$ cat src/rtl/swap_cs_pkg.sv
package swap_cs_pkg;

  // strobes from the bus sequencer to the datapath
  typedef struct packed {
    logic latchAddr;   // ale falling edge seen this cycle
    logic pageWrite;   // wrN rising edge seen this cycle
  } busStrobe_t;

  localparam int SEL_N = 6;
  localparam int SEL_BOOT0 = 5;
  localparam int SEL_BOOT1 = 4;
  localparam int SEL_MAIN  = 3;
  localparam int SEL_SRAM  = 2;
  localparam int SEL_LCD   = 1;
  localparam int SEL_REGS  = 0;

  // fixed windows, inclusive bounds, 24-bit map
  localparam logic [23:0] BOOT0_LO = 24'h000000, BOOT0_HI = 24'h001FFF;
  localparam logic [23:0] BOOT1_LO = 24'h002000, BOOT1_HI = 24'h003FFF;
  localparam logic [23:0] EXEC_LO  = 24'h000000, EXEC_HI  = 24'h003FFF;
  localparam logic [23:0] MAINU_LO = 24'h010000, MAINU_HI = 24'h01FFFF;
  localparam logic [23:0] SRAM_LO  = 24'h008000, SRAM_HI  = 24'h009FFF;
  localparam logic [23:0] LCD_LO   = 24'h00BE00, LCD_HI   = 24'h00BEFF;
  localparam logic [23:0] REGS_LO  = 24'h00BF00, REGS_HI  = 24'h00BFFF;

endpackage

$ cat src/rtl/swap_bus_ctrl.sv
module swap_bus_ctrl
  import swap_cs_pkg::*;
(
  input  logic       clk,
  input  logic       rstN,
  input  logic       ale,
  input  logic       wrN,
  output busStrobe_t strobe
);

  logic aleQ;
  logic wrQ;

  always_ff @(posedge clk or negedge rstN) begin
    if (!rstN) begin
      aleQ <= 1'b0;
      wrQ  <= 1'b1;
    end else begin
      aleQ <= ale;
      wrQ  <= wrN;
    end
  end

  always_comb begin
    strobe.latchAddr = aleQ && !ale;
    strobe.pageWrite = !wrQ && wrN;
  end

endmodule

$ cat src/rtl/swap_datapath.sv
module swap_datapath
  import swap_cs_pkg::*;
#(
  parameter int LOW_W    = 16,
  parameter int HIGH_W   = 8,
  parameter int PAGE_W   = 8,
  parameter int SWAP_BIT = 6,
  parameter int OFS_W    = 8,
  parameter logic [OFS_W-1:0] PAGE_OFS = 8'h10
) (
  input  logic              clk,
  input  logic              rstN,
  input  busStrobe_t        strobe,
  input  logic [LOW_W-1:0]  adIn,
  input  logic [HIGH_W-1:0] addrHi,
  input  logic              rdN,
  output logic [LOW_W-1:0]  adOut,
  output logic              adOe,
  output logic [SEL_N-1:0]  selVec
);

  localparam int ADDR_W = LOW_W + HIGH_W;

  logic [ADDR_W-1:0] addrQ;
  logic              addrValid;
  logic [PAGE_W-1:0] pageQ;
  logic [23:0]       addrExt;
  logic              swapOn;
  logic              pageHit;

  function automatic logic inRange(input logic [23:0] a,
                                   input logic [23:0] lo,
                                   input logic [23:0] hi);
    return (a >= lo) && (a <= hi);
  endfunction

  // address capture
  always_ff @(posedge clk or negedge rstN) begin
    if (!rstN) begin
      addrQ     <= '0;
      addrValid <= 1'b0;
    end else if (strobe.latchAddr) begin
      addrQ     <= {addrHi, adIn};
      addrValid <= 1'b1;
    end
  end

  assign addrExt = 24'(addrQ);
  assign swapOn  = pageQ[SWAP_BIT];
  assign pageHit = addrValid && inRange(addrExt, REGS_LO, REGS_HI)
                   && (addrQ[OFS_W-1:0] == PAGE_OFS);

  // page register
  always_ff @(posedge clk or negedge rstN) begin
    if (!rstN)
      pageQ <= '0;
    else if (strobe.pageWrite && pageHit)
      pageQ <= adIn[PAGE_W-1:0];
  end

  // window decode
  always_comb begin
    selVec = '0;
    if (addrValid) begin
      selVec[SEL_BOOT0] = !swapOn && inRange(addrExt, BOOT0_LO, BOOT0_HI);
      selVec[SEL_BOOT1] = !swapOn && inRange(addrExt, BOOT1_LO, BOOT1_HI);
      selVec[SEL_MAIN]  = swapOn ? inRange(addrExt, EXEC_LO, EXEC_HI)
                                 : inRange(addrExt, MAINU_LO, MAINU_HI);
      selVec[SEL_SRAM]  = inRange(addrExt, SRAM_LO, SRAM_HI);
      selVec[SEL_LCD]   = inRange(addrExt, LCD_LO, LCD_HI);
      selVec[SEL_REGS]  = inRange(addrExt, REGS_LO, REGS_HI);
    end
  end

  // read return
  always_comb begin
    adOe  = pageHit && !rdN;
    adOut = adOe ? LOW_W'(pageQ) : '0;
  end

endmodule

$ cat src/rtl/swap_cs_decoder.sv
module swap_cs_decoder
  import swap_cs_pkg::*;
#(
  parameter int LOW_W    = 16,
  parameter int HIGH_W   = 8,
  parameter int PAGE_W   = 8,
  parameter int SWAP_BIT = 6,
  parameter int OFS_W    = 8,
  parameter logic [OFS_W-1:0] PAGE_OFS = 8'h10
) (
  input  logic              clk,
  input  logic              rstN,
  input  logic              ale,
  input  logic [LOW_W-1:0]  adIn,
  input  logic [HIGH_W-1:0] addrHi,
  input  logic              rdN,
  input  logic              wrN,
  output logic [LOW_W-1:0]  adOut,
  output logic              adOe,
  output logic              csBoot0,
  output logic              csBoot1,
  output logic              csMain,
  output logic              csSram,
  output logic              csLcd,
  output logic              csRegs
);

  busStrobe_t       strobe;
  logic [SEL_N-1:0] selVec;

  swap_bus_ctrl i_ctrl (
    .clk    (clk),
    .rstN   (rstN),
    .ale    (ale),
    .wrN    (wrN),
    .strobe (strobe)
  );

  swap_datapath #(
    .LOW_W    (LOW_W),
    .HIGH_W   (HIGH_W),
    .PAGE_W   (PAGE_W),
    .SWAP_BIT (SWAP_BIT),
    .OFS_W    (OFS_W),
    .PAGE_OFS (PAGE_OFS)
  ) i_dp (
    .clk    (clk),
    .rstN   (rstN),
    .strobe (strobe),
    .adIn   (adIn),
    .addrHi (addrHi),
    .rdN    (rdN),
    .adOut  (adOut),
    .adOe   (adOe),
    .selVec (selVec)
  );

  assign csBoot0 = selVec[SEL_BOOT0];
  assign csBoot1 = selVec[SEL_BOOT1];
  assign csMain  = selVec[SEL_MAIN];
  assign csSram  = selVec[SEL_SRAM];
  assign csLcd   = selVec[SEL_LCD];
  assign csRegs  = selVec[SEL_REGS];

endmodule

$ cat config.mk
export PLATFORM = sky130hd
export DESIGN_NAME = swap_cs_decoder
export DESIGN_NICKNAME = d
export VERILOG_FILES = /design/src/rtl/swap_cs_pkg.sv /design/src/rtl/swap_bus_ctrl.sv /design/src/rtl/swap_datapath.sv /design/src/rtl/swap_cs_decoder.sv
export SDC_FILE = /design/constraint.sdc
export NUM_CORES = 1
export LEC_CHECK = 0
export BUFFER_PORTS_ARGS = -buffer_cell sky130_fd_sc_hd__buf_2
export CAP_MARGIN = 20
export CELL_PAD_IN_SITES_DETAIL_PLACEMENT = 0
export CELL_PAD_IN_SITES_GLOBAL_PLACEMENT = 1
export CORE_MARGIN = 2
export CORE_UTILIZATION = 37
export CTS_BUF_LIST = sky130_fd_sc_hd__clkbuf_8
export DETAILED_ROUTE_END_ITERATION = 10
export GPL_TIMING_DRIVEN = 0
export HOLD_SLACK_MARGIN = 0.03
export PLACE_DENSITY_LB_ADDON = 0.1
export SETUP_SLACK_MARGIN = 0.02
export SLEW_MARGIN = 5
export SYNTH_ARGS = -nofsm -noshare
export SYNTH_HDL_FRONTEND = slang
export SYNTH_HIERARCHICAL = 1
export SYNTH_SLANG_ARGS = --single-unit
$ cat constraint.sdc
create_clock -name clk -period 1.7 [get_ports clk]
set_clock_uncertainty 0.05 [all_clocks]
set_input_delay 0.255 -clock clk [delete_from_list [all_inputs] [get_ports clk]]
set_output_delay 0.255 -clock clk [all_outputs]
set_load 0.01 [all_outputs]
==> results.ini <==
[place]
hpwl_mm = 2.261
dp_cells = 213
port_buffers = 43
post-place-ws_ps = -463.5
gp_congestion = 0.6872

[yosys]
synthCells = 113
synth-seq-cells = 35
ys_warn_count = 6
synth_area_um2 = 1588
synth.distinct_cells = 25
syn_area_per_cell_um2 = 14.05
ys_seq_area_share_pct = 55.24

[sta]
maxClockFrequency_mhz = 465.1
slew_viol_final = 0
worst_slack_ps = -450.2
setup-violations-final = 23
fin_tns_setup_ps = -7838
min_period_over_period_pct = 126.5
rsz0062_at_grt = yes
period_needed_ps = 2150
relSlewSlack_pct = 48.84
worstMarginPinSlew_ps = 767.4
hold_violations = 0

[pwr]
leakage_nw = 1.077
power.share.switching_pct = 24.46
p_sw_w = 0.0004328
power.internal_w = 0.001336
p_seq_share_pct = 56.6
powerDensity_nw_per_um2 = 791.7
clockPowerShare_pct = 30.3
power_frac_comb_pct = 13.1
ir_drop_mv = 0.4592

[detailed_routing]
drt_iter0_markers = 50
totalWireLength_mm = 3.130
wl_per_cell_um = 13.55
dr_total_vias = 1105
drt_pre_antenna_iters = 2
post-route-drc-count = 0
postRouteAntennaNets = 0
vias_per_cell = 4.784

[clock_network]
path_clk_slew_ps = 70
clock_latency_ps = 280
cts_root_buf = clkbuf_8
numCtsBuffers = 5
htreeDepth = 2
numClockSinks = 35
clockBufferDepth = 2
tritoncts = built

[global_route]
gr-total-overflow = 0
antenna_found_initial = 0
grt_max_degree = 36
track_usage_pct = 14.51
grt_pass1_vias = 1170
grt_pass1_wl_mm = 5.513

[status]
status = finished, violations left
violations = setup timing

[critical_path]
cp-start-kind = flip-flop
worstSetupPathType = flip-flop to primary output
r2r_start = i_dp/addrExt[17]
cp_cell_sequence = and4_1 > nand4_2 > nor4_4 > buf_4 > and2_4 > buf_6
cp_data_required_time_ps = 1390
end_kind = primary output
slowest_delay_ps = 430
critical-path-top-delay-family = simple AND/OR/NAND/NOR gates
arrival_ps = 1850
startpoint = i_dp/addrExt[13]
crit_fanout = 5
timing.critical_path.buf_inv = 2
crit_slowest_cell = dfrtp_1

[finish]
diodes = 0
area_growth_pct = 40.74
final_cell_mix = buf_2, dfrtp_1, mux2_2
final_core_util_pct = 55.07
fillCellCount = 364
multi_input_area_um2 = 758.2
regArea_um2 = 877.1
final_common_cell = buf_2
fin_nets = 209
final_cells = 231
drive_above_1_share_pct = 66.30

[die]
initial_core_util_pct = 39.13
rows = 23
core_area_um2 = 4058
die_area_um2 = 4831
io_pins = 52
fp.dieH_um = 69.51
die_w_um = 69.51

[min_path]
min_from = ale
hp-class = input port to flip-flop

[run]
cap_violations = 0

==> cells in the mapped netlist (all sizes together) <==
cell | count | area, um2
nand3 | 3 | 20.02
buf | 10 | 67.57
or2 | 1 | 6.260
nand2 | 2 | 7.510
inv | 1 | 3.750
nand4 | 1 | 12.51
nor3b | 1 | 7.510
dfstp | 1 | 26.28
conb | 1 | 3.750
dfrtp | 34 | 850.8
nor2 | 3 | 11.26
clkbuf | 1 | 3.750
nor4 | 5 | 61.31
and4 | 1 | 8.760
mux2 | 32 | 360.4
and2 | 8 | 50.05
a21oi | 1 | 5.000
nor2b | 2 | 27.53
nor3 | 2 | 21.27
nor4b | 3 | 32.53
==> final timing paths <==
kind / depth (start not counted) / slack [ps] / endpoint
hold / removal: 1 / 80 / i_ctrl/aleQ
setup / recovery: 6 / -450 / adOut[6]
min in group asynchronous: 2 / 540 / i_dp/pageQ[2]
hold reg to reg: 1 / 430 / i_dp/addrValid
setup reg to reg: 7 / -310 / i_dp/pageQ[4]
max in group asynchronous: 2 / 580 / i_dp/addrExt[7]
==> sequential cells by signal (all words and copies together) (netlist names) <==
name	cells
i_dp/addrExt	24
i_dp/pageQ	8
i_ctrl/aleQ	1
i_ctrl/wrQ	1
i_dp/addrValid	1
==> worst reg2reg max path: stages, from the launching register on <==
cell and delay [ps]:
dfrtp_1 400, nor4b_4 370, nand3_4 150, buf_6 170, buf_6 110, nor3_4 190, buf_12 170, mux2_4 300
==> power by group through the flow <==
stage	Clock (W)	Sequential [W]	Combinational, W
CTS	0.000560	0.000994	0.000223
finish	0.000536	0.00100	0.000232
global route	0.000604	0.00102	0.000258
floorplan	0	0.000988	0.000143
detailed placement	0	0.00100	0.000212
global placement	0	0.000999	0.000204
==> logic make-up (layout without fill, tap and decap cells) <==
family,count (synthesis),in the layout,share of synthesized area [%]
DFF,35,35,55.24
muxes,32,32,22.70
and+or+nand+nor,32,32,16.79
buffers and inverters,12,73,4.728
other,1,8,0.2362
AOI/OAI and AO/OA,1,1,0.3149
==> final cells by class <==
type | count | area share (%)
Buffer | 10 | 3.247
Tap cell | 50 | 2.800
Sequential cell | 35 | 39.25
Inverter | 1 | 0.1680
Multi-Input combinational cell | 73 | 33.93
Timing Repair Buffer | 54 | 17.02
Clock buffer | 5 | 3.080
Clock inverter | 3 | 0.5039
==> what timing repair did <==
item,in CTS,in global routing
endpoints found under the setup margin,42,42
pin swaps,13,5
endpoints found under the hold margin,35,0
setup buffers,5,4
hold buffers,2,0
resized for setup,12,16
cloned,0,0
==> metrics by stage <==
| stage | hold slack [ps] | total power, W | cell area, um2 |
|---|---|---|---|
| after global routing | 58.40 | 0.001877 | 2235 |
| after CTS | 65.71 | 0.001778 | 2136 |
| final | 76.68 | 0.001769 | 2235 |
| after floorplan | -90.59 | 0.001130 | 1650 |
| after detailed placement | 320.8 | 0.001216 | 1928 |
| after global placement | 322.1 | 0.001203 | 1928 |
==> layer usage <==
layer	share of wire [%]	vias to the layer above	global-route usage (%)
met5	0	-	0
met4	1.3	0	5.229
met3	8.0	5	5.814
met2	49	38	23.40
met1	42	545	17.54
li1	-	517	-
Power figures use the tool's default switching activity.
